`src/rtl/hp_pkg.sv`:
```
package hp_pkg;

    typedef enum logic [1:0] {
        PS_IDLE  = 2'd0,
        PS_PARAM = 2'd1,
        PS_RESP  = 2'd2
    } pstate_e;

    localparam logic [7:0] OP_NOP    = 8'h00;
    localparam logic [7:0] OP_MBINIT = 8'h01;
    localparam logic [7:0] OP_IDENT  = 8'h04;
    localparam logic [7:0] OP_MBIE   = 8'h05;
    localparam logic [7:0] OP_SELTO  = 8'h06;
    localparam logic [7:0] OP_BUSON  = 8'h07;
    localparam logic [7:0] OP_BUSOFF = 8'h08;
    localparam logic [7:0] OP_SPEED  = 8'h09;
    localparam logic [7:0] OP_LUNS   = 8'h0A;
    localparam logic [7:0] OP_CONFIG = 8'h0B;
    localparam logic [7:0] OP_TARGET = 8'h0C;
    localparam logic [7:0] OP_SETUP  = 8'h0D;
    localparam logic [7:0] OP_ECHO   = 8'h1F;

    localparam int unsigned BUSON_MIN  = 2;
    localparam int unsigned BUSON_MAX  = 15;
    localparam int unsigned BUSON_DEF  = 11;
    localparam int unsigned BUSOFF_MIN = 1;
    localparam int unsigned BUSOFF_MAX = 64;
    localparam int unsigned BUSOFF_DEF = 4;
    localparam int unsigned SPEED_STD_MAX = 4;

    // Status bit positions
    localparam int ST_BADCMD = 0;
    localparam int ST_INFULL = 2;
    localparam int ST_OUTFUL = 3;
    localparam int ST_IDLE   = 4;
    localparam int ST_INITRQ = 5;

    // Control bit positions
    localparam int CT_BUSRST = 4;
    localparam int CT_INTCLR = 5;
    localparam int CT_SOFT   = 6;
    localparam int CT_HARD   = 7;

    typedef struct packed {
        logic       known;
        logic [2:0] nparam;
        logic [3:0] nresp;
        logic       resp_len_param;
    } opinfo_t;

    typedef struct packed {
        logic [7:0]  speed;
        logic [7:0]  buson;
        logic [7:0]  busoff;
        logic [7:0]  mbcount;
        logic [23:0] mbaddr;
    } settings_t;

    function automatic opinfo_t mk_info(logic k, logic [2:0] np, logic [3:0] nr, logic lp);
        opinfo_t r;
        r.known = k;
        r.nparam = np;
        r.nresp = nr;
        r.resp_len_param = lp;
        return r;
    endfunction

    function automatic opinfo_t op_lookup(logic [7:0] op);
        opinfo_t r;
        case (op)
            OP_NOP:    r = mk_info(1'b1, 3'd0, 4'd0, 1'b0);
            OP_MBINIT: r = mk_info(1'b1, 3'd4, 4'd0, 1'b0);
            OP_IDENT:  r = mk_info(1'b1, 3'd0, 4'd4, 1'b0);
            OP_MBIE:   r = mk_info(1'b1, 3'd1, 4'd0, 1'b0);
            OP_SELTO:  r = mk_info(1'b1, 3'd4, 4'd0, 1'b0);
            OP_BUSON, OP_BUSOFF, OP_SPEED:
                       r = mk_info(1'b1, 3'd1, 4'd0, 1'b0);
            OP_LUNS:   r = mk_info(1'b1, 3'd0, 4'd8, 1'b0);
            OP_CONFIG: r = mk_info(1'b1, 3'd0, 4'd3, 1'b0);
            OP_TARGET: r = mk_info(1'b1, 3'd2, 4'd0, 1'b0);
            OP_SETUP:  r = mk_info(1'b1, 3'd1, 4'd0, 1'b1);
            8'h1A, 8'h1B, 8'h1C, 8'h1D:
                       r = mk_info(1'b1, 3'd3, 4'd0, 1'b0);
            OP_ECHO:   r = mk_info(1'b1, 3'd1, 4'd1, 1'b0);
            default:   r = mk_info(1'b0, 3'd0, 4'd0, 1'b0);
        endcase
        return r;
    endfunction

    function automatic logic param_ok(logic [7:0] op, logic [7:0] v);
        case (op)
            OP_BUSON:  return (32'(v) >= BUSON_MIN) && (32'(v) <= BUSON_MAX);
            OP_BUSOFF: return (32'(v) >= BUSOFF_MIN) && (32'(v) <= BUSOFF_MAX);
            OP_SPEED:  return (32'(v) <= SPEED_STD_MAX) || v[7];
            default:   return 1'b1;
        endcase
    endfunction

    function automatic settings_t settings_default();
        settings_t s;
        s.speed   = 8'h00;
        s.buson   = 8'(BUSON_DEF);
        s.busoff  = 8'(BUSOFF_DEF);
        s.mbcount = 8'h00;
        s.mbaddr  = 24'h0;
        return s;
    endfunction

endpackage

```
`src/rtl/hp_parser.sv`:
```
module hp_parser
    import hp_pkg::*;
#(
    parameter int NPMAX = 4
) (
    input  logic               clk,
    input  logic               rst,
    input  logic               sreset_i,
    input  logic               ob_valid_i,
    input  logic [7:0]         ob_byte_i,
    input  logic               ib_taken_i,
    input  logic [7:0]         resp_byte_i,
    output logic               consume_o,
    output pstate_e            state_o,
    output logic [7:0]         op_o,
    output logic [NPMAX*8-1:0] pbuf_o,
    output logic [7:0]         ridx_o,
    output logic               in_full_o,
    output logic [7:0]         in_byte_o,
    output logic               apply_o,
    output logic               done_o,
    output logic               err_o
);
    localparam int CW = $clog2(NPMAX + 1);

    pstate_e     state_q;
    logic [7:0]  op_q;
    logic [7:0]  pbuf_q [NPMAX];
    logic [CW-1:0] cnt_q;
    logic [7:0]  rlen_q;
    logic [7:0]  ridx_q;
    logic        in_full_q;
    logic [7:0]  in_byte_q;
    logic        apply_q;
    logic        done_q;
    logic        err_q;

    opinfo_t     cur_info;
    opinfo_t     new_info;
    logic        last_param;
    logic [7:0]  p0_eff;
    logic        p_ok;

    always_comb begin
        cur_info   = op_lookup(op_q);
        new_info   = op_lookup(ob_byte_i);
        last_param = (32'(cnt_q) + 32'd1) == 32'(cur_info.nparam);
        p0_eff     = (cnt_q == '0) ? ob_byte_i : pbuf_q[0];
        p_ok       = param_ok(op_q, p0_eff);
        consume_o  = ob_valid_i && (state_q != PS_RESP);
    end

    always_ff @(posedge clk) begin
        if (rst || sreset_i) begin
            state_q   <= PS_IDLE;
            op_q      <= 8'h00;
            cnt_q     <= '0;
            rlen_q    <= 8'h00;
            ridx_q    <= 8'h00;
            in_full_q <= 1'b0;
            in_byte_q <= 8'h00;
            apply_q   <= 1'b0;
            done_q    <= 1'b0;
            err_q     <= 1'b0;
            for (int i = 0; i < NPMAX; i++) pbuf_q[i] <= 8'h00;
        end else begin
            apply_q <= 1'b0;
            done_q  <= 1'b0;
            if (ib_taken_i) in_full_q <= 1'b0;
            case (state_q)
                PS_IDLE: begin
                    if (ob_valid_i) begin
                        op_q   <= ob_byte_i;
                        err_q  <= 1'b0;
                        cnt_q  <= '0;
                        ridx_q <= 8'h00;
                        if (!new_info.known) begin
                            err_q  <= 1'b1;
                            done_q <= 1'b1;
                        end else if (new_info.nparam != 3'd0) begin
                            state_q <= PS_PARAM;
                        end else if (new_info.nresp != 4'd0) begin
                            state_q <= PS_RESP;
                            rlen_q  <= {4'h0, new_info.nresp};
                        end else begin
                            done_q <= 1'b1;
                        end
                    end
                end
                PS_PARAM: begin
                    if (ob_valid_i) begin
                        for (int i = 0; i < NPMAX; i++)
                            if (CW'(i) == cnt_q) pbuf_q[i] <= ob_byte_i;
                        cnt_q <= cnt_q + 1'b1;
                        if (last_param) begin
                            if (!p_ok) begin
                                err_q   <= 1'b1;
                                done_q  <= 1'b1;
                                state_q <= PS_IDLE;
                            end else begin
                                apply_q <= 1'b1;
                                if (cur_info.resp_len_param) begin
                                    rlen_q <= p0_eff;
                                    if (p0_eff == 8'h00) begin
                                        done_q  <= 1'b1;
                                        state_q <= PS_IDLE;
                                    end else begin
                                        state_q <= PS_RESP;
                                    end
                                end else if (cur_info.nresp != 4'd0) begin
                                    rlen_q  <= {4'h0, cur_info.nresp};
                                    state_q <= PS_RESP;
                                end else begin
                                    done_q  <= 1'b1;
                                    state_q <= PS_IDLE;
                                end
                            end
                        end
                    end
                end
                PS_RESP: begin
                    if (!in_full_q) begin
                        if (ridx_q == rlen_q) begin
                            done_q  <= 1'b1;
                            state_q <= PS_IDLE;
                        end else begin
                            in_byte_q <= resp_byte_i;
                            in_full_q <= 1'b1;
                            ridx_q    <= ridx_q + 8'd1;
                        end
                    end
                end
                default: state_q <= PS_IDLE;
            endcase
        end
    end

    for (genvar g = 0; g < NPMAX; g++) begin : g_pbuf
        assign pbuf_o[g*8 +: 8] = pbuf_q[g];
    end

    assign state_o   = state_q;
    assign op_o      = op_q;
    assign ridx_o    = ridx_q;
    assign in_full_o = in_full_q;
    assign in_byte_o = in_byte_q;
    assign apply_o   = apply_q;
    assign done_o    = done_q;
    assign err_o     = err_q;

    // a response byte is only held during the response phase
    assert_no_byte_outside_resp_R6: assert property (@(posedge clk) disable iff (rst)
        (state_q != PS_RESP) |-> !in_full_q);

    // completion is reported only once the parser is back at idle
    assert_done_at_idle_R3: assert property (@(posedge clk) disable iff (rst)
        done_q |-> (state_q == PS_IDLE));

    // a rejected command never commits settings
    assert_err_no_apply_R11: assert property (@(posedge clk) disable iff (rst)
        err_q |-> !apply_q);

endmodule

```
`src/rtl/hp_settings.sv`:
```
module hp_settings
    import hp_pkg::*;
#(
    parameter int NPMAX = 4
) (
    input  logic               clk,
    input  logic               rst,
    input  logic               sreset_i,
    input  logic               apply_i,
    input  logic [7:0]         op_i,
    input  logic [NPMAX*8-1:0] pbuf_i,
    output settings_t          set_o,
    output logic               init_req_o
);
    settings_t set_q;
    logic      init_req_q;
    logic [7:0] p0, p1, p2, p3;

    always_comb begin
        p0 = pbuf_i[7:0];
        p1 = pbuf_i[15:8];
        p2 = pbuf_i[23:16];
        p3 = pbuf_i[31:24];
    end

    always_ff @(posedge clk) begin
        if (rst || sreset_i) begin
            set_q      <= settings_default();
            init_req_q <= 1'b1;
        end else if (apply_i) begin
            case (op_i)
                OP_BUSON:  set_q.buson  <= p0;
                OP_BUSOFF: set_q.busoff <= p0;
                OP_SPEED:  set_q.speed  <= p0;
                OP_MBINIT: begin
                    set_q.mbcount <= p0;
                    set_q.mbaddr  <= {p1, p2, p3};
                    init_req_q    <= 1'b0;
                end
                default: ;
            endcase
        end
    end

    assign set_o      = set_q;
    assign init_req_o = init_req_q;

    assert_buson_range_R7: assert property (@(posedge clk) disable iff (rst)
        (32'(set_q.buson) >= BUSON_MIN) && (32'(set_q.buson) <= BUSON_MAX));

    assert_busoff_range_R8: assert property (@(posedge clk) disable iff (rst)
        (32'(set_q.busoff) >= BUSOFF_MIN) && (32'(set_q.busoff) <= BUSOFF_MAX));

    assert_speed_legal_R9: assert property (@(posedge clk) disable iff (rst)
        (32'(set_q.speed) <= SPEED_STD_MAX) || set_q.speed[7]);

    assert_init_clear_R12: assert property (@(posedge clk) disable iff (rst)
        $fell(init_req_q) |-> $past(apply_i && (op_i == OP_MBINIT)));

endmodule

```
`src/rtl/hp_resp.sv`:
```
module hp_resp
    import hp_pkg::*;
#(
    parameter logic [31:0] ID_WORD  = 32'h4142_2031,
    parameter logic [23:0] CFG_WORD = 24'h20_08_07,
    parameter logic [63:0] LUN_MAP  = 64'h8000_0000_0F00_0201
) (
    input  logic [7:0] op_i,
    input  logic [7:0] ridx_i,
    input  logic [7:0] p0_i,
    input  settings_t  set_i,
    output logic [7:0] byte_o
);
    logic [7:0] id_b, cfg_b, lun_b, setup_b;

    always_comb begin
        case (ridx_i)
            8'd0:    id_b = ID_WORD[31:24];
            8'd1:    id_b = ID_WORD[23:16];
            8'd2:    id_b = ID_WORD[15:8];
            default: id_b = ID_WORD[7:0];
        endcase
        case (ridx_i)
            8'd0:    cfg_b = CFG_WORD[23:16];
            8'd1:    cfg_b = CFG_WORD[15:8];
            default: cfg_b = CFG_WORD[7:0];
        endcase
        lun_b = LUN_MAP[{ridx_i[2:0], 3'b000} +: 8];
        case (ridx_i)
            8'd0:    setup_b = 8'h00;
            8'd1:    setup_b = set_i.speed;
            8'd2:    setup_b = set_i.buson;
            8'd3:    setup_b = set_i.busoff;
            8'd4:    setup_b = set_i.mbcount;
            8'd5:    setup_b = set_i.mbaddr[23:16];
            8'd6:    setup_b = set_i.mbaddr[15:8];
            8'd7:    setup_b = set_i.mbaddr[7:0];
            default: setup_b = 8'h00;
        endcase
        case (op_i)
            OP_IDENT:  byte_o = id_b;
            OP_CONFIG: byte_o = cfg_b;
            OP_LUNS:   byte_o = lun_b;
            OP_SETUP:  byte_o = setup_b;
            OP_ECHO:   byte_o = p0_i;
            default:   byte_o = 8'h00;
        endcase
    end

endmodule

```
`src/rtl/hp_regfront.sv`:
```
module hp_regfront
    import hp_pkg::*;
#(
    parameter logic [31:0] ID_WORD  = 32'h4142_2031,
    parameter logic [23:0] CFG_WORD = 24'h20_08_07,
    parameter logic [63:0] LUN_MAP  = 64'h8000_0000_0F00_0201,
    parameter int          NPMAX    = 4
) (
    input  logic       clk,
    input  logic       rst,
    input  logic       wr_en,
    input  logic       rd_en,
    input  logic [1:0] addr,
    input  logic [7:0] wdata,
    output logic [7:0] rdata,
    output logic       bus_rst_o
);
    localparam logic [1:0] A_CTL  = 2'd0;
    localparam logic [1:0] A_DATA = 2'd1;
    localparam logic [1:0] A_INTR = 2'd2;

    logic       ctl_wr, data_wr, sreset, intclr, busev;
    logic       out_full_q;
    logic [7:0] out_byte_q;
    logic       consume, ib_taken;
    pstate_e    pstate;
    logic [7:0] op, ridx, in_byte, resp_byte;
    logic [NPMAX*8-1:0] pbuf;
    logic       in_full, apply, done, err;
    settings_t  set;
    logic       init_req;
    logic       done_flag_q, rst_seen_q, bus_rst_q;
    logic       idle;
    logic [7:0] status_b, intr_b;

    always_comb begin
        ctl_wr   = wr_en && (addr == A_CTL);
        data_wr  = wr_en && (addr == A_DATA);
        sreset   = ctl_wr && (wdata[CT_SOFT] || wdata[CT_HARD]);
        intclr   = ctl_wr && wdata[CT_INTCLR];
        busev    = ctl_wr && wdata[CT_BUSRST];
        ib_taken = rd_en && (addr == A_DATA) && in_full;
    end

    always_ff @(posedge clk) begin
        if (rst || sreset) begin
            out_full_q <= 1'b0;
            out_byte_q <= 8'h00;
        end else if (data_wr && !out_full_q) begin
            out_full_q <= 1'b1;
            out_byte_q <= wdata;
        end else if (consume) begin
            out_full_q <= 1'b0;
        end
    end

    always_ff @(posedge clk) begin
        if (rst) begin
            bus_rst_q <= 1'b0;
        end else begin
            bus_rst_q <= ctl_wr && (wdata[CT_BUSRST] || wdata[CT_HARD]);
        end
    end

    always_ff @(posedge clk) begin
        if (rst || sreset) begin
            done_flag_q <= 1'b0;
            rst_seen_q  <= 1'b0;
        end else begin
            done_flag_q <= (done_flag_q && !intclr) || done;
            rst_seen_q  <= (rst_seen_q && !intclr) || busev;
        end
    end

    hp_parser #(.NPMAX(NPMAX)) u_parser (
        .clk         (clk),
        .rst         (rst),
        .sreset_i    (sreset),
        .ob_valid_i  (out_full_q),
        .ob_byte_i   (out_byte_q),
        .ib_taken_i  (ib_taken),
        .resp_byte_i (resp_byte),
        .consume_o   (consume),
        .state_o     (pstate),
        .op_o        (op),
        .pbuf_o      (pbuf),
        .ridx_o      (ridx),
        .in_full_o   (in_full),
        .in_byte_o   (in_byte),
        .apply_o     (apply),
        .done_o      (done),
        .err_o       (err)
    );

    hp_settings #(.NPMAX(NPMAX)) u_settings (
        .clk        (clk),
        .rst        (rst),
        .sreset_i   (sreset),
        .apply_i    (apply),
        .op_i       (op),
        .pbuf_i     (pbuf),
        .set_o      (set),
        .init_req_o (init_req)
    );

    hp_resp #(.ID_WORD(ID_WORD), .CFG_WORD(CFG_WORD), .LUN_MAP(LUN_MAP)) u_resp (
        .op_i   (op),
        .ridx_i (ridx),
        .p0_i   (pbuf[7:0]),
        .set_i  (set),
        .byte_o (resp_byte)
    );

    always_comb begin
        idle     = (pstate == PS_IDLE) && !out_full_q;
        status_b = 8'h00;
        status_b[ST_BADCMD] = err;
        status_b[ST_INFULL] = in_full;
        status_b[ST_OUTFUL] = out_full_q;
        status_b[ST_IDLE]   = idle;
        status_b[ST_INITRQ] = init_req;
        intr_b = {done_flag_q || rst_seen_q, 3'b000, rst_seen_q, done_flag_q, 2'b00};
        case (addr)
            A_CTL:   rdata = status_b;
            A_DATA:  rdata = in_byte;
            A_INTR:  rdata = intr_b;
            default: rdata = 8'h00;
        endcase
    end

    assign bus_rst_o = bus_rst_q;

    // a pending byte outside the response phase is taken at the next edge
    assert_consume_next_R2: assert property (@(posedge clk) disable iff (rst)
        (out_full_q && (pstate != PS_RESP)) |=> !out_full_q);

    // the bus-reset interrupt only rises together with the reset pulse
    assert_busrst_flag_R13: assert property (@(posedge clk) disable iff (rst)
        $rose(rst_seen_q) |-> bus_rst_q);

endmodule

```
`config.mk`:
```
export PLATFORM = sky130hd
export DESIGN_NAME = hp_regfront
export DESIGN_NICKNAME = d
export VERILOG_FILES = /design/src/rtl/hp_pkg.sv /design/src/rtl/hp_parser.sv /design/src/rtl/hp_settings.sv /design/src/rtl/hp_resp.sv /design/src/rtl/hp_regfront.sv
export SDC_FILE = /design/constraint.sdc
export NUM_CORES = 1
export LEC_CHECK = 0
export BUFFER_PORTS_ARGS = -buffer_cell sky130_fd_sc_hd__buf_2
export CORE_UTILIZATION = 34
export CTS_BUF_LIST = sky130_fd_sc_hd__clkbuf_4
export DETAILED_ROUTE_END_ITERATION = 12
export PLACE_DENSITY = 0.47
export REMOVE_ABC_BUFFERS = 1
export SETUP_SLACK_MARGIN = 0.05
export SLEW_MARGIN = 25
export SYNTH_ARGS = -nofsm -noshare
export SYNTH_HDL_FRONTEND = slang
export SYNTH_SLANG_ARGS = --single-unit
```
`constraint.sdc`:
```
create_clock -name clk -period 6.6 [get_ports clk]
set_input_delay 0.99 -clock clk [delete_from_list [all_inputs] [get_ports clk]]
set_output_delay 0.99 -clock clk [all_outputs]
set_load 0.03 [all_outputs]
```
==> results of run 1 <==
==> critical path: cells and delay by family <==
| family | cells | cell delay, ps |
|---|---|---|
| mux | 1 | 440 |
| simple gates | 3 | 1180 |
| compound gates | 2 | 420 |
| buf+inv | 1 | 200 |
| fa+ha+maj | 1 | 230 |
==> worst paths after layout <==
kind	startpoint	endpoint	cells past startpoint
setup / recovery	addr[0]	register	8
setup reg to reg	u_parser.cnt_q[0]	u_parser.rlen_q[2]	9
hold reg to reg	u_settings.set_o[25]	u_settings.set_o[25]	2
hold / removal	u_settings.set_o[25]	u_settings.set_o[25]	2
==> power by group through the flow <==
stage | Clock, mW | Sequential, mW | Combinational (mW)
6_report | 0.609 | 1.02 | 0.0755
5_1_grt | 0.671 | 1.02 | 0.0825
4_1_cts | 0.630 | 1.02 | 0.0759
3_5_place_dp | 0 | 1.04 | 0.0756
3_3_place_gp | 0 | 1.04 | 0.0761
2_1_floorplan | 0 | 1.03 | 0.0474
==> stage by stage <==
stage               cells  worst slack (ps)
finish               1168              3660
global route         1168              3490
CTS                  1167              3690
detailed placement   1135              3080
global placement     1135              3130
floorplan             824              3230
==> layout make-up <==
cell class | count | area share, %
tap | 280 | 4.26
clock buffer | 17 | 1.55
timing repair buffer | 31 | 2.16
multi-input combinational | 651 | 47.1
inverter | 15 | 0.684
antenna | 1 | 0.0304
clock inverter | 15 | 1.95
sequential | 158 | 42.3
==> metal layers <==
metal,wire length (um),up-vias,part of all wire [%],track usage (%)
met5,0,-,0,0
met2,10300,117,46,32.8
met3,837,21,3.7,3.89
met4,395,0,1.7,5.74
li1,-,3076,-,-
met1,11100,2978,49,28.7
==> placed cells by master, fill, tap and decap left out, drive strengths merged, types with 18 or more instances in the layout <==
cell type	count
a21oi	69
buf	31
and2	36
inv	19
nand2	156
nor2	93
o21ai	33
mux2i	46
nor3	20
a22oi	18
dfxtp	126
edfxtp	32
==> logic make-up after synthesis <==
group | share of synthesized area [%]
and+or+nand+nor | 23.8
AOI/OAI and AO/OA | 15.1
DFF | 45.7
buffers and inverters | 3.69
muxes | 7.41
xor gates and xnor gates | 1.84
adders and majority gates | 2.46
==> flow_metrics.py, run 1 <==
metrics = {
    "logic_synthesis": {
        "synth.cell_area_um2": 7630,
        "ys_seq_elements": 158,
        "yosys.area.top_type": "dfxtp_1",
        "synth-seq-area-share_pct": 45.7,
        "synth_common_cells": "156 x nand2_1, 126 x dfxtp_1, 92 x nor2_1",
        "netlist_instances": 876,
        "synthArstFlopShare_pct": 0,
        "synthFlopType": "dfxtp_1",
        "synth.avg_cell_area_um2": 8.71,
        "synth.distinct_cells": 68,
        "synth_edf_count": 32,
        "yosysMostFrequentCell": "nand2_1",
        "yosysWarningCount": 0,
        "synth_top_cells_by_area": "dfxtp_1 33%, edfxtp_1 13%, nand2_1 7.7%",
        "yosysTopAreaCellShare_pct": 33.1,
    },
    "hold_path": {
        "hp-class": "register to register",
    },
    "sta": {
        "slew_headroom_pct": 38.6,
        "fin_crit_sh_pct": 44.5,
        "rsz0062_at_grt": "no",
        "tightest_slew_ps": 913,
        "hold_viol_final": 0,
        "report.final.slew_viol_count": 0,
        "fmax_ghz": 0.340,
        "finalSetupViolCount": 0,
        "tns_ps": 0,
        "skew_ps": 19.5,
        "hold_ws_ps": 463,
        "period_needed_ps": 2940,
    },
    "power": {
        "power-per-cell-area_nw_per_um2": 207,
        "p_total_mw": 1.70,
        "p_switching_mw": 0.451,
        "p_sw_share_pct": 26.5,
        "p_int_mw": 1.25,
        "max-vdd-ir-drop_uv": 115,
        "p_leak_nw": 2.98,
        "clkPwrFrac_pct": 35.8,
        "power_frac_comb_pct": 4.4,
        "p_seq_share_pct": 59.8,
    },
    "finish": {
        "final_util_pct": 37.6,
        "multiInputGateArea_um2": 3870,
        "synthToLayoutAreaGrowth_pct": 7.94,
        "final_area_um2": 8230,
        "finalNetCount": 903,
        "n_fill_cell": 2325,
        "drive_gt1_share_pct": 10.1,
        "regArea_um2": 3480,
    },
    "grt": {
        "grt_max_degree": 66,
        "overflow": 0,
        "grt_pass1_vias": 5907,
        "grtUsageTotal_pct": 20.7,
        "grt_pass1_wl_um": 35000,
        "antenna_found_initial": 2,
    },
    "die": {
        "core_um2": 21900,
        "ios": 23,
        "start_util_pct": 34.8,
        "dieArea_um2": 23000,
        "die_y_um": 152,
        "fp.dieW_um": 152,
        "rows": 54,
    },
    "routing": {
        "vias": 6192,
        "wl_per_cell_um": 19.4,
        "drc": 0,
        "postRouteAntennaNets": 0,
        "drtPass1Iterations": 5,
        "via_per_inst": 5.30,
        "wirelength_um": 22700,
        "drt_iter0_drc": 503,
    },
    "setup_path": {
        "cp-end-kind": "register",
        "rrSetupSlack_ps": 3700,
        "worstPathCellList": "buf_2, and2b_1, and3b_1, mux2i_1, nor2_1, ha_1, o32ai_1, a21o_1",
        "crit_arrival_ps": 3470,
        "worst-path-max-fanout": 13,
        "critPathLaunchType": "input port",
        "slowest_stage": "and3b_1",
        "crit_path_max_incr_delay_ps": 760,
        "critPathKind": "input port to register",
        "worstPathRequired_ps": 7130,
    },
    "cts": {
        "root_buffer": "clkbuf_4",
        "hold_buffers": 0,
        "post_cts_buffers": 0,
        "insertion_delay_ps": 580,
        "cts_sinks": 158,
        "path_clk_slew_ps": 140,
        "cts_buffer_depth": 2,
        "tritoncts": "done",
        "h-tree-depth": 4,
        "numCtsBuffers": 17,
        "cts_resized": 0,
    },
    "place": {
        "routabilityCongestion": 0.824,
        "io_buffers": 22,
        "placed_area_um2": 7940,
        "post-dp-hpwl_um": 15700,
    },
    "flow_run": {
        "cap_violations": 0,
    },
    "outcome": {
        "outcome": "finished clean",
    },
}
(Power assumes the default switching activity.)
==> inputs of run 2 (changes only) <==
- ABC_AREA: not set -> 1
- clock period: 6.6 -> 3.1 ns (I/O delays scaled with it)
==> flow_metrics.py, run 2 <==
metrics = {
    "place": {
        "routabilityCongestion": 0.835,
        "placed_area_um2": 8330,
        "io_buffers": 22,
        "post-dp-hpwl_um": 17100,
    },
    "logic_synthesis": {
        "netlist_instances": 1070,
        "synth_common_cells": "224 x nand2_1, 150 x inv_1, 126 x dfxtp_1",
        "yosys.area.top_type": "dfxtp_1",
        "yosysWarningCount": 0,
        "yosysTopAreaCellShare_pct": 31.8,
        "synthArstFlopShare_pct": 0,
        "ys_seq_elements": 158,
        "synth-seq-area-share_pct": 43.9,
        "synth.cell_area_um2": 7930,
        "yosysMostFrequentCell": "nand2_1",
        "synth.distinct_cells": 54,
        "synth_top_cells_by_area": "dfxtp_1 32%, edfxtp_1 12%, nand2_1 11%",
        "synth.avg_cell_area_um2": 7.41,
        "synthFlopType": "dfxtp_1",
        "synth_edf_count": 32,
    },
    "hold_path": {
        "hp-class": "input port to register",
        "hold-path-endpoint": "u_parser.in_full_o",
        "hold_depth": 4,
        "min-delay-start": "rd_en",
    },
    "sta": {
        "period_needed_ps": 2340,
        "fmax_ghz": 0.427,
        "rsz0062_at_grt": "no",
        "fin_crit_sh_pct": 75.5,
        "skew_ps": 18.8,
        "report.final.slew_viol_count": 0,
        "tightest_slew_ps": 638,
        "hold_viol_final": 0,
        "tns_ps": 0,
        "slew_headroom_pct": 57.1,
        "finalSetupViolCount": 0,
    },
    "setup_path": {
        "rrSetupSlack_ps": 760,
        "critPathKind": "register to register",
        "worst-path-max-fanout": 11,
        "slowest_stage": "dfxtp_1",
        "crit_arrival_ps": 2820,
        "crit_top_cell": "nand2_1",
        "r2r_cells": 15,
        "cp-end-kind": "register",
        "crit_path_max_incr_delay_ps": 370,
        "worstPathRequired_ps": 3580,
        "r2r-end": "u_parser.rlen_q[3]",
        "critPathLaunchType": "register",
        "r2r_start": "u_parser.cnt_q[0]",
        "worstPathCellList": "inv_1, ha_1, inv_1, nor2_1, nand2_1, nand2_1, nand2_1, nor2_4, nand3_1, nand2_1, nand2_2, nand4_4, nand3_4, nor2_1, nor2_1",
    },
    "grt": {
        "overflow": 0,
        "grtUsageTotal_pct": 20.6,
        "grt_max_degree": 66,
        "grt_pass1_vias": 6553,
        "antenna_found_initial": 1,
        "grt_pass1_wl_um": 37300,
    },
    "routing": {
        "postRouteAntennaNets": 0,
        "vias": 6789,
        "drtPass1Iterations": 5,
        "drc": 0,
        "top_layer": "met4",
        "wl_met2_um": 10000,
        "wl_met3_um": 792,
        "m1WireLength_um": 11900,
        "drt_iter0_drc": 479,
        "wl_per_cell_um": 16.3,
        "wirelength_um": 23000,
        "via_per_inst": 4.80,
    },
    "power": {
        "p_sw_share_pct": 26.9,
        "clkPwrFrac_pct": 36.0,
        "p_int_mw": 2.79,
        "p_leak_nw": 3.61,
        "max-vdd-ir-drop_uv": 244,
        "power-per-cell-area_nw_per_um2": 442,
        "power_frac_comb_pct": 7.6,
        "p_total_mw": 3.82,
        "p_seq_share_pct": 56.5,
        "p_switching_mw": 1.03,
    },
    "cts": {
        "hold_buffers": 0,
        "tritoncts": "done",
        "cts_buffer_depth": 2,
        "h-tree-depth": 4,
        "numCtsBuffers": 17,
        "post_cts_buffers": 0,
        "cts_sinks": 158,
        "insertion_delay_ps": 590,
        "cts_resized": 0,
        "path_clk_slew_ps": 140,
        "root_buffer": "clkbuf_4",
    },
    "die": {
        "ios": 23,
        "rows": 55,
        "dieArea_um2": 23900,
        "die_y_um": 155,
        "fp.dieW_um": 155,
        "core_um2": 22800,
        "start_util_pct": 34.8,
    },
    "outcome": {
        "outcome": "finished clean",
    },
    "finish": {
        "finalNetCount": 1116,
        "final_area_um2": 8640,
        "layout_commonest_cell": "nand2_1",
        "drive_gt1_share_pct": 12.4,
        "final_cell_mix": "224 x nand2_1, 150 x inv_1, 126 x dfxtp_1",
        "synthToLayoutAreaGrowth_pct": 9.01,
    },
    "flow_run": {
        "cap_violations": 0,
    },
}
run 2: cell types whose count changed after synthesis, sizes merged, moves of 10 or more:
| cell | previous run | this run |
|---|---|---|
| nand2 | 156 | 251 |
| nand3 | 17 | 41 |
| a22oi | 18 | 1 |
| and2 | 36 | 0 |
| inv | 14 | 159 |
| mux2i | 46 | 0 |
| nor2 | 93 | 134 |
| nand4 | 3 | 22 |
| o21ai | 33 | 100 |
| xor2 | 13 | 3 |
| clkbuf | 41 | 15 |
| a21oi | 69 | 84 |
run 2: cell families after synthesis:
family,share of synthesized area [%]
DFF,43.9
adders and majority gates,2.37
buffers and inverters,9.90
xor gates and xnor gates,0.552
AOI/OAI and AO/OA,15.4
and+or+nand+nor,27.8
run 2: final cells by class:
| type | instances | area, um^2 |
|---|---|---|
| Clock inverter | 13 | 163 |
| Tap cell | 313 | 392 |
| Timing Repair Buffer | 31 | 190 |
| Antenna cell | 1 | 2.50 |
| Inverter | 160 | 603 |
| Multi-Input combinational cell | 719 | 3670 |
| Clock buffer | 19 | 143 |
| Fill cell | 2480 | 14100 |
| Sequential cell | 158 | 3480 |
run 2: power by group through the flow:
stage | Clock, mW | Combinational, mW | Sequential, mW
final | 1.37 | 0.288 | 2.16
after global routing | 1.49 | 0.326 | 2.16
after CTS | 1.41 | 0.292 | 2.16
after detailed placement | 0 | 0.290 | 2.20
after global placement | 0 | 0.292 | 2.20
after floorplan | 0 | 0.187 | 2.19
run 2: how the worst max path moves through the flow:
stage	from	end
after floorplan	u_parser.op_o[7]	u_settings.set_o[0]
after global placement	addr[1]	register
after detailed placement	addr[1]	register
after CTS	u_parser.cnt_q[0]	u_parser.rlen_q[3]
after global routing	u_parser.cnt_q[0]	u_parser.rlen_q[0]
final	u_parser.cnt_q[0]	u_parser.rlen_q[3]
run 2: metrics by stage:
stage,hold slack [ps],util [%],setup WS [ps],instances
6_report,126,37.9,760,1414
5_1_grt,112,37.9,466,1414
4_1_cts,102,37.9,735,1413
3_5_place_dp,427,36.6,568,1381
3_3_place_gp,427,36.6,653,1381
2_1_floorplan,415,-,-2050,1037
run 2: critical path, delay by kind of cell (launching register included):
kind | cells | cell delay [ps]
and+or+nand+nor | 12 | 1300
buffers and inverters | 2 | 210
DFF | 1 | 370
adders and majority gates | 1 | 370
run 2: routing by layer:
metal / up-vias / GRT usage [%]
met4: 0 / 5.14
met2: 120 / 31.5
met5: - / 0
met3: 18 / 3.39
li1: 3510 / -
met1: 3141 / 29.8
